File: src/rtl/dma_chain_pkg.sv
package dma_chain_pkg;

   // Mastership sequencing states
   typedef enum logic [2:0] {
      ST_IDLE = 3'd0,   // not asking for the bus
      ST_REQ  = 3'd1,   // request line raised, waiting for a grant edge
      ST_TAKE = 3'd2,   // grant taken, acknowledge up, waiting for sync release
      ST_OWN  = 3'd3,   // local logic may transfer
      ST_HOLD = 3'd4    // forced quiet time after giving the bus back
   } own_state_e;

endpackage

File: src/rtl/dma_in_sync.sv
module dma_in_sync #(
   parameter int STAGES = 2
) (
   input  logic clk,
   input  logic rst_n,
   input  logic d_i,
   output logic q_o
);

   generate
      if (STAGES == 0) begin : g_bypass
         assign q_o = d_i;
      end else begin : g_chain
         logic [STAGES-1:0] stage_q;
         for (genvar i = 0; i < STAGES; i++) begin : g_stage
            if (i == 0) begin : g_first
               always_ff @(posedge clk or negedge rst_n) begin
                  if (!rst_n) stage_q[i] <= 1'b0;
                  else        stage_q[i] <= d_i;
               end
            end else begin : g_next
               always_ff @(posedge clk or negedge rst_n) begin
                  if (!rst_n) stage_q[i] <= 1'b0;
                  else        stage_q[i] <= stage_q[i-1];
               end
            end
         end
         assign q_o = stage_q[STAGES-1];
      end
   endgenerate

endmodule

File: src/rtl/dma_grant_link.sv
module dma_grant_link (
   input  logic clk,
   input  logic rst_n,
   input  logic clr_i,
   input  logic grant_s_i,   // synchronized grant
   input  logic take_i,      // owner logic claims the grant at this edge
   output logic rise_o,      // grant edge seen this cycle
   output logic grant_out_o
);

   logic gprev_q;
   logic pass_q;
   logic gout_q;

   assign rise_o = grant_s_i & ~gprev_q;

   // The take/forward choice is fixed at the grant edge and kept until the grant falls.
   always_ff @(posedge clk or negedge rst_n) begin
      if (!rst_n) begin
         gprev_q <= 1'b0;
         pass_q  <= 1'b0;
         gout_q  <= 1'b0;
      end else if (clr_i) begin
         gprev_q <= grant_s_i;
         pass_q  <= 1'b0;
         gout_q  <= 1'b0;
      end else begin
         gprev_q <= grant_s_i;
         if (rise_o)          pass_q <= ~take_i;
         else if (!grant_s_i) pass_q <= 1'b0;
         gout_q <= grant_s_i & (rise_o ? ~take_i : pass_q);
      end
   end

   assign grant_out_o = gout_q;

endmodule

File: src/rtl/dma_beat_limit.sv
module dma_beat_limit #(
   parameter int MAX_BEATS = 8
) (
   input  logic clk,
   input  logic rst_n,
   input  logic active_i,    // ownership in progress
   input  logic beat_i,
   output logic last_o       // this beat reaches the cap
);

   generate
      if (MAX_BEATS == 1) begin : g_single
         assign last_o = active_i & beat_i;
      end else begin : g_count
         localparam int CW = $clog2(MAX_BEATS + 1);
         logic [CW-1:0] cnt_q;

         always_ff @(posedge clk or negedge rst_n) begin
            if (!rst_n)                  cnt_q <= '0;
            else if (!active_i)          cnt_q <= '0;
            else if (beat_i && !last_o)  cnt_q <= cnt_q + 1'b1;
         end

         assign last_o = active_i & beat_i & (cnt_q == CW'(MAX_BEATS - 1));
      end
   endgenerate

endmodule

File: src/rtl/dma_owner_fsm.sv
module dma_owner_fsm
   import dma_chain_pkg::*;
#(
   parameter int HOLDOFF = 1
) (
   input  logic clk,
   input  logic rst_n,
   input  logic clr_i,
   input  logic want_i,
   input  logic done_i,
   input  logic last_i,      // beat cap reached
   input  logic rise_i,      // synchronized grant edge
   input  logic sync_s_i,    // synchronized sync line
   output logic take_o,
   output logic own_active_o,
   output logic breq_o,
   output logic ack_o,
   output logic own_o
);

   localparam int HW = (HOLDOFF > 1) ? $clog2(HOLDOFF) : 1;

   own_state_e    st_q, st_n;
   logic [HW-1:0] hold_q, hold_n;
   logic          breq_q, ack_q, own_q;

   assign take_o       = (st_q == ST_REQ) & rise_i;
   assign own_active_o = (st_q == ST_OWN);

   always_comb begin
      st_n   = st_q;
      hold_n = '0;
      unique case (st_q)
         ST_IDLE: if (want_i) st_n = ST_REQ;
         ST_REQ:  if (rise_i) st_n = ST_TAKE;
         ST_TAKE: if (!sync_s_i) st_n = ST_OWN;
         ST_OWN:  if (done_i || last_i) st_n = ST_HOLD;
         ST_HOLD: begin
            if (hold_q == HW'(HOLDOFF - 1)) st_n = want_i ? ST_REQ : ST_IDLE;
            else                            hold_n = hold_q + 1'b1;
         end
         default: st_n = ST_IDLE;
      endcase
   end

   // Outputs registered straight from the next state so bus lines never glitch.
   always_ff @(posedge clk or negedge rst_n) begin
      if (!rst_n) begin
         st_q   <= ST_IDLE;
         hold_q <= '0;
         breq_q <= 1'b0;
         ack_q  <= 1'b0;
         own_q  <= 1'b0;
      end else if (clr_i) begin
         st_q   <= ST_IDLE;
         hold_q <= '0;
         breq_q <= 1'b0;
         ack_q  <= 1'b0;
         own_q  <= 1'b0;
      end else begin
         st_q   <= st_n;
         hold_q <= hold_n;
         breq_q <= (st_n == ST_REQ);
         ack_q  <= (st_n == ST_TAKE) || (st_n == ST_OWN);
         own_q  <= (st_n == ST_OWN);
      end
   end

   assign breq_o = breq_q;
   assign ack_o  = ack_q;
   assign own_o  = own_q;

endmodule

File: src/rtl/dma_chain_requester.sv
module dma_chain_requester #(
   parameter int SYNC_STAGES = 2,
   parameter int MAX_BEATS   = 8,
   parameter int HOLDOFF     = 1
) (
   input  logic clk,
   input  logic rst_n,
   input  logic bus_init_i,
   input  logic xfer_want_i,
   input  logic xfer_beat_i,
   input  logic xfer_done_i,
   input  logic grant_in_i,
   input  logic sync_busy_i,
   output logic grant_out_o,
   output logic bus_req_o,
   output logic bus_ack_o,
   output logic bus_own_o
);

   generate
      if (SYNC_STAGES < 0 || SYNC_STAGES > 4) begin : g_bad_sync
         $error("SYNC_STAGES must lie in 0..4");
      end
      if (MAX_BEATS < 1) begin : g_bad_beats
         $error("MAX_BEATS must be at least 1");
      end
      if (HOLDOFF < 1) begin : g_bad_hold
         $error("HOLDOFF must be at least 1");
      end
   endgenerate

   logic grant_s;
   logic sync_s;
   logic rise;
   logic take;
   logic own_active;
   logic last_beat;

   dma_in_sync #(.STAGES(SYNC_STAGES)) u_grant_sync (
      .clk   (clk),
      .rst_n (rst_n),
      .d_i   (grant_in_i),
      .q_o   (grant_s)
   );

   dma_in_sync #(.STAGES(SYNC_STAGES)) u_busy_sync (
      .clk   (clk),
      .rst_n (rst_n),
      .d_i   (sync_busy_i),
      .q_o   (sync_s)
   );

   dma_grant_link u_link (
      .clk         (clk),
      .rst_n       (rst_n),
      .clr_i       (bus_init_i),
      .grant_s_i   (grant_s),
      .take_i      (take),
      .rise_o      (rise),
      .grant_out_o (grant_out_o)
   );

   dma_beat_limit #(.MAX_BEATS(MAX_BEATS)) u_limit (
      .clk      (clk),
      .rst_n    (rst_n),
      .active_i (own_active),
      .beat_i   (xfer_beat_i),
      .last_o   (last_beat)
   );

   dma_owner_fsm #(.HOLDOFF(HOLDOFF)) u_fsm (
      .clk          (clk),
      .rst_n        (rst_n),
      .clr_i        (bus_init_i),
      .want_i       (xfer_want_i),
      .done_i       (xfer_done_i),
      .last_i       (last_beat),
      .rise_i       (rise),
      .sync_s_i     (sync_s),
      .take_o       (take),
      .own_active_o (own_active),
      .breq_o       (bus_req_o),
      .ack_o        (bus_ack_o),
      .own_o        (bus_own_o)
   );

endmodule

File: config.mk
export PLATFORM = sky130hd
export DESIGN_NAME = dma_chain_requester
export DESIGN_NICKNAME = d
export VERILOG_FILES = /design/src/rtl/dma_chain_pkg.sv /design/src/rtl/dma_in_sync.sv /design/src/rtl/dma_grant_link.sv /design/src/rtl/dma_beat_limit.sv /design/src/rtl/dma_owner_fsm.sv /design/src/rtl/dma_chain_requester.sv
export SDC_FILE = /design/constraint.sdc
export NUM_CORES = 1
export LEC_CHECK = 0
export CAP_MARGIN = 10
export CORE_MARGIN = 2
export CORE_UTILIZATION = 45
export CTS_BUF_LIST = sky130_fd_sc_hd__clkbuf_8
export CTS_CLUSTER_SIZE = 40
export DETAILED_ROUTE_END_ITERATION = 10
export GPL_TIMING_DRIVEN = 0
export PLACE_DENSITY = 0.7
export SETUP_SLACK_MARGIN = 0.4
export SLEW_MARGIN = 40
export SYNTH_ARGS = -nofsm -noshare
export SYNTH_HDL_FRONTEND = slang
export SYNTH_SLANG_ARGS = --single-unit
File: constraint.sdc
create_clock -name clk -period 1.7 [get_ports clk]
set_clock_uncertainty 0.15 [all_clocks]
set_input_delay 0.255 -clock clk [delete_from_list [all_inputs] [get_ports clk]]
set_output_delay 0.255 -clock clk [all_outputs]
set_load 0.02 [all_outputs]
==> run_results.csv <==
group,metric,value,unit
status,status,"completed",
hold_path,holdPathStages,0,
worst_setup_path,end_kind,"register",
cts,cts.htree.levels,1,
logic_synthesis,ys_types,22,
worst_setup_path,path_delay_family,"compound AO/OA/AOI/OAI gates",
worst_setup_path,critPathSlowestCell,"dfrtp_2",
logic_synthesis,syn-num-nets,67,
final_layout,antenna_cells,0,
cts,clock_latency,0.25,ns
die,ios,12,
detailed_routing,remaining_drc_errors,0,
worst_setup_path,cp.required,1.67,ns
die,rows,13,
pwr,power,0.000831,W
final_layout,final_nets,96,
final_layout,mostFrequentLayoutCell,"dfrtp_1",
final_layout,mostFrequentLayoutCells,"dfrtp_1 (16), buf_4 (13), nor2_1 (6)",
pwr,powerDensity,839,nW/um^2
grt,grt_antenna_before_repair,0,
placed_design,place_inst,83,
logic_synthesis,yosysSeqAreaShare,0.630,
sta,max-slew-margin-rel,0.725,
sta,fmax,688,MHz
die,die_x,42.8,um
final_layout,syn_to_final_growth,46.5,%
grt,grt_pass1_wl,2410,um
cts,cts_tree,"done",
final_layout,utilization,0.733,
worst_setup_path,crit_chain,"nand2b_1 -> o22ai_1 -> a222oi_1 -> nor2_1",
logic_synthesis,synth-seq-cells,17,
die,die_area,1830,sq um
die,coreArea,1350,sq um
detailed_routing,vias,581,
detailed_routing,wl_per_cell,14.6,um
cts,cts_root_buffer,"clkbuf_8",
sta,final.setup.tns,0,ns
final_layout,stdcell_count,101,
logic_synthesis,syn_avg_cell_area,11.6,sq um
grt,grt_pass1_vias,567,
cts,clk_pin_slew_worst_paths,0.07,ns
sta,finalCritPeriodShare,0.855,
sta,drv_slew,0,
worst_setup_path,worstSetupPathType,"register to register",
detailed_routing,ant_nets,0,
die,start_util,0.500,
worst_setup_path,slowest_delay,0.44,ns
pwr,power_leakage,0.457,nW
placed_design,portBuffers,10,
worst_setup_path,worst-r2r-cell-count,4,
worst_setup_path,cp.arrival,1.43,ns
cts,clock_sinks,17,
detailed_routing,wirelength,1470,um
sta,setup_viol,0,
detailed_routing,drt_first_pass_iters,5,
sta,finalHoldViolations,0,
grt,grt.total_usage,0.186,
placed_design,place_hpwl,767,um
logic_synthesis,synth_warnings,0,
die,die_y,42.8,um
worst_setup_path,cp_num_buf_inv,0,
logic_synthesis,syn-cell-area,676,sq um
detailed_routing,drt_iter0_markers,19,
flow_run,maxCapViolations,0,
worst_setup_path,critPathMaxFanout,7,
sta,period_needed,1.45,ns
logic_synthesis,synthCells,58,
sta,hold_slack,0.204,ns
cts,cts_buffers,3,
sta,rsz0062_at_grt,"yes",
worst_setup_path,cp.depth,4,
grt,grt_overflow,0,
pwr,vdd_drop_max,0.606,mV
worst_setup_path,worst_setup_path_start_kind,"register",
detailed_routing,routed_via_density,5.75,
cts,clockBufferDepth,2,
final_layout,drive_gt1_frac,0.407,
placed_design,gp_congestion,0.707,
hold_path,hp-class,"register to register",
sta,tightest_slew,0.412,ns
grt,grt_max_degree,18,
[timing repair]
item	CTS	global route
setup buffers	10	3
endpoints found under the setup margin	12	16
hold buffers	0	1
pin swaps	3	4
endpoints found under the hold margin	0	17
gates resized for setup	14	11
[cells in the mapped netlist]
cell	instances	area [sq um]
a222oi_1	1	10.0
nor3_1	4	20.0
nor4b_1	2	17.5
nand2_1	3	11.3
a21bo_2	1	10.0
nor2_1	6	22.5
nor2b_1	4	25.0
a31oi_1	1	6.26
nor4_1	3	18.8
inv_1	2	7.51
ha_1	1	12.5
nand4_1	1	6.26
clkdlybuf4s18_2	1	10.0
a21oi_1	4	20.0
nand2b_1	1	6.26
dfrtp_1	17	425
mux2i_1	1	10.0
o22ai_1	1	6.26
and2_1	1	6.26
and4_1	1	8.76
or3_1	1	6.26
xor2_1	1	8.76
[report_power, final]
part,switching (W),internal [W]
Clock,0.000138,0.000163
Combinational,0.0000513,0.0000483
Sequential,0.00000941,0.000421
Total,0.000199,0.000632
[stage by stage]
step	setup WS, ns	cell area (sq um)
2_1_floorplan	0.386	684
3_3_place_gp	0.0449	803
3_5_place_dp	0.0814	803
4_1_cts	0.349	952
5_1_grt	0.212	990
6_report	0.246	990
[final timing paths]
kind                                                 from               to  slack (ns)
max                                         u_fsm.st_q[0]    u_fsm.st_q[0]        0.25
min                        u_busy_sync.g_chain.stage_q[0]  u_busy_sync.q_o        0.20
max reg2reg                                 u_fsm.st_q[0]    u_fsm.st_q[0]        0.25
min reg2reg                u_busy_sync.g_chain.stage_q[0]  u_busy_sync.q_o        0.20
max in group asynchronous                           rst_n    u_fsm.st_q[0]        0.79
min in group asynchronous                           rst_n      u_fsm.ack_o        0.31
[kinds of logic after synthesis]
family,Yosys count,share of synthesized area
AND/OR/NAND/NOR,27,0.220
flip-flops,17,0.630
AO/OA/AOI/OAI,8,0.0778
buffers and inverters,3,0.0259
XOR/XNOR,1,0.0130
multiplexers,1,0.0148
adder cells (fa/ha/maj),1,0.0185
[layer usage]
layer	track usage	wire [um]	vias up
met5	0	0	-
met4	0.113	35	0
met3	0.0383	49	4
met2	0.342	772	12
met1	0.186	613	301
li1	-	-	264
[flip-flops by register name, indices dropped and copies added (netlist names)]
register / flops
u_busy_sync.g_chain.stage_q: 1
u_busy_sync.q_o: 1
u_fsm.ack_o: 1
u_fsm.breq_o: 1
u_fsm.own_o: 1
u_fsm.st_q: 3
u_grant_sync.g_chain.stage_q: 1
u_grant_sync.q_o: 1
u_limit.g_count.cnt_q: 4
u_link.gprev_q: 1
u_link.grant_out_o: 1
u_link.pass_q: 1
[area by class of cell]
| cell class | instances | area, sq um |
|---|---|---|
| clock buffers | 3 | 41.3 |
| clock inverters | 1 | 5.00 |
| inverters | 2 | 7.51 |
| fillers | 87 | 360 |
| plain buffers | 1 | 10.0 |
| flip-flops and latches | 17 | 427 |
| well taps | 15 | 18.8 |
| multi-input cells | 38 | 299 |
| repair buffers | 24 | 181 |
Note: power is estimated with default switching activity, not from simulation.
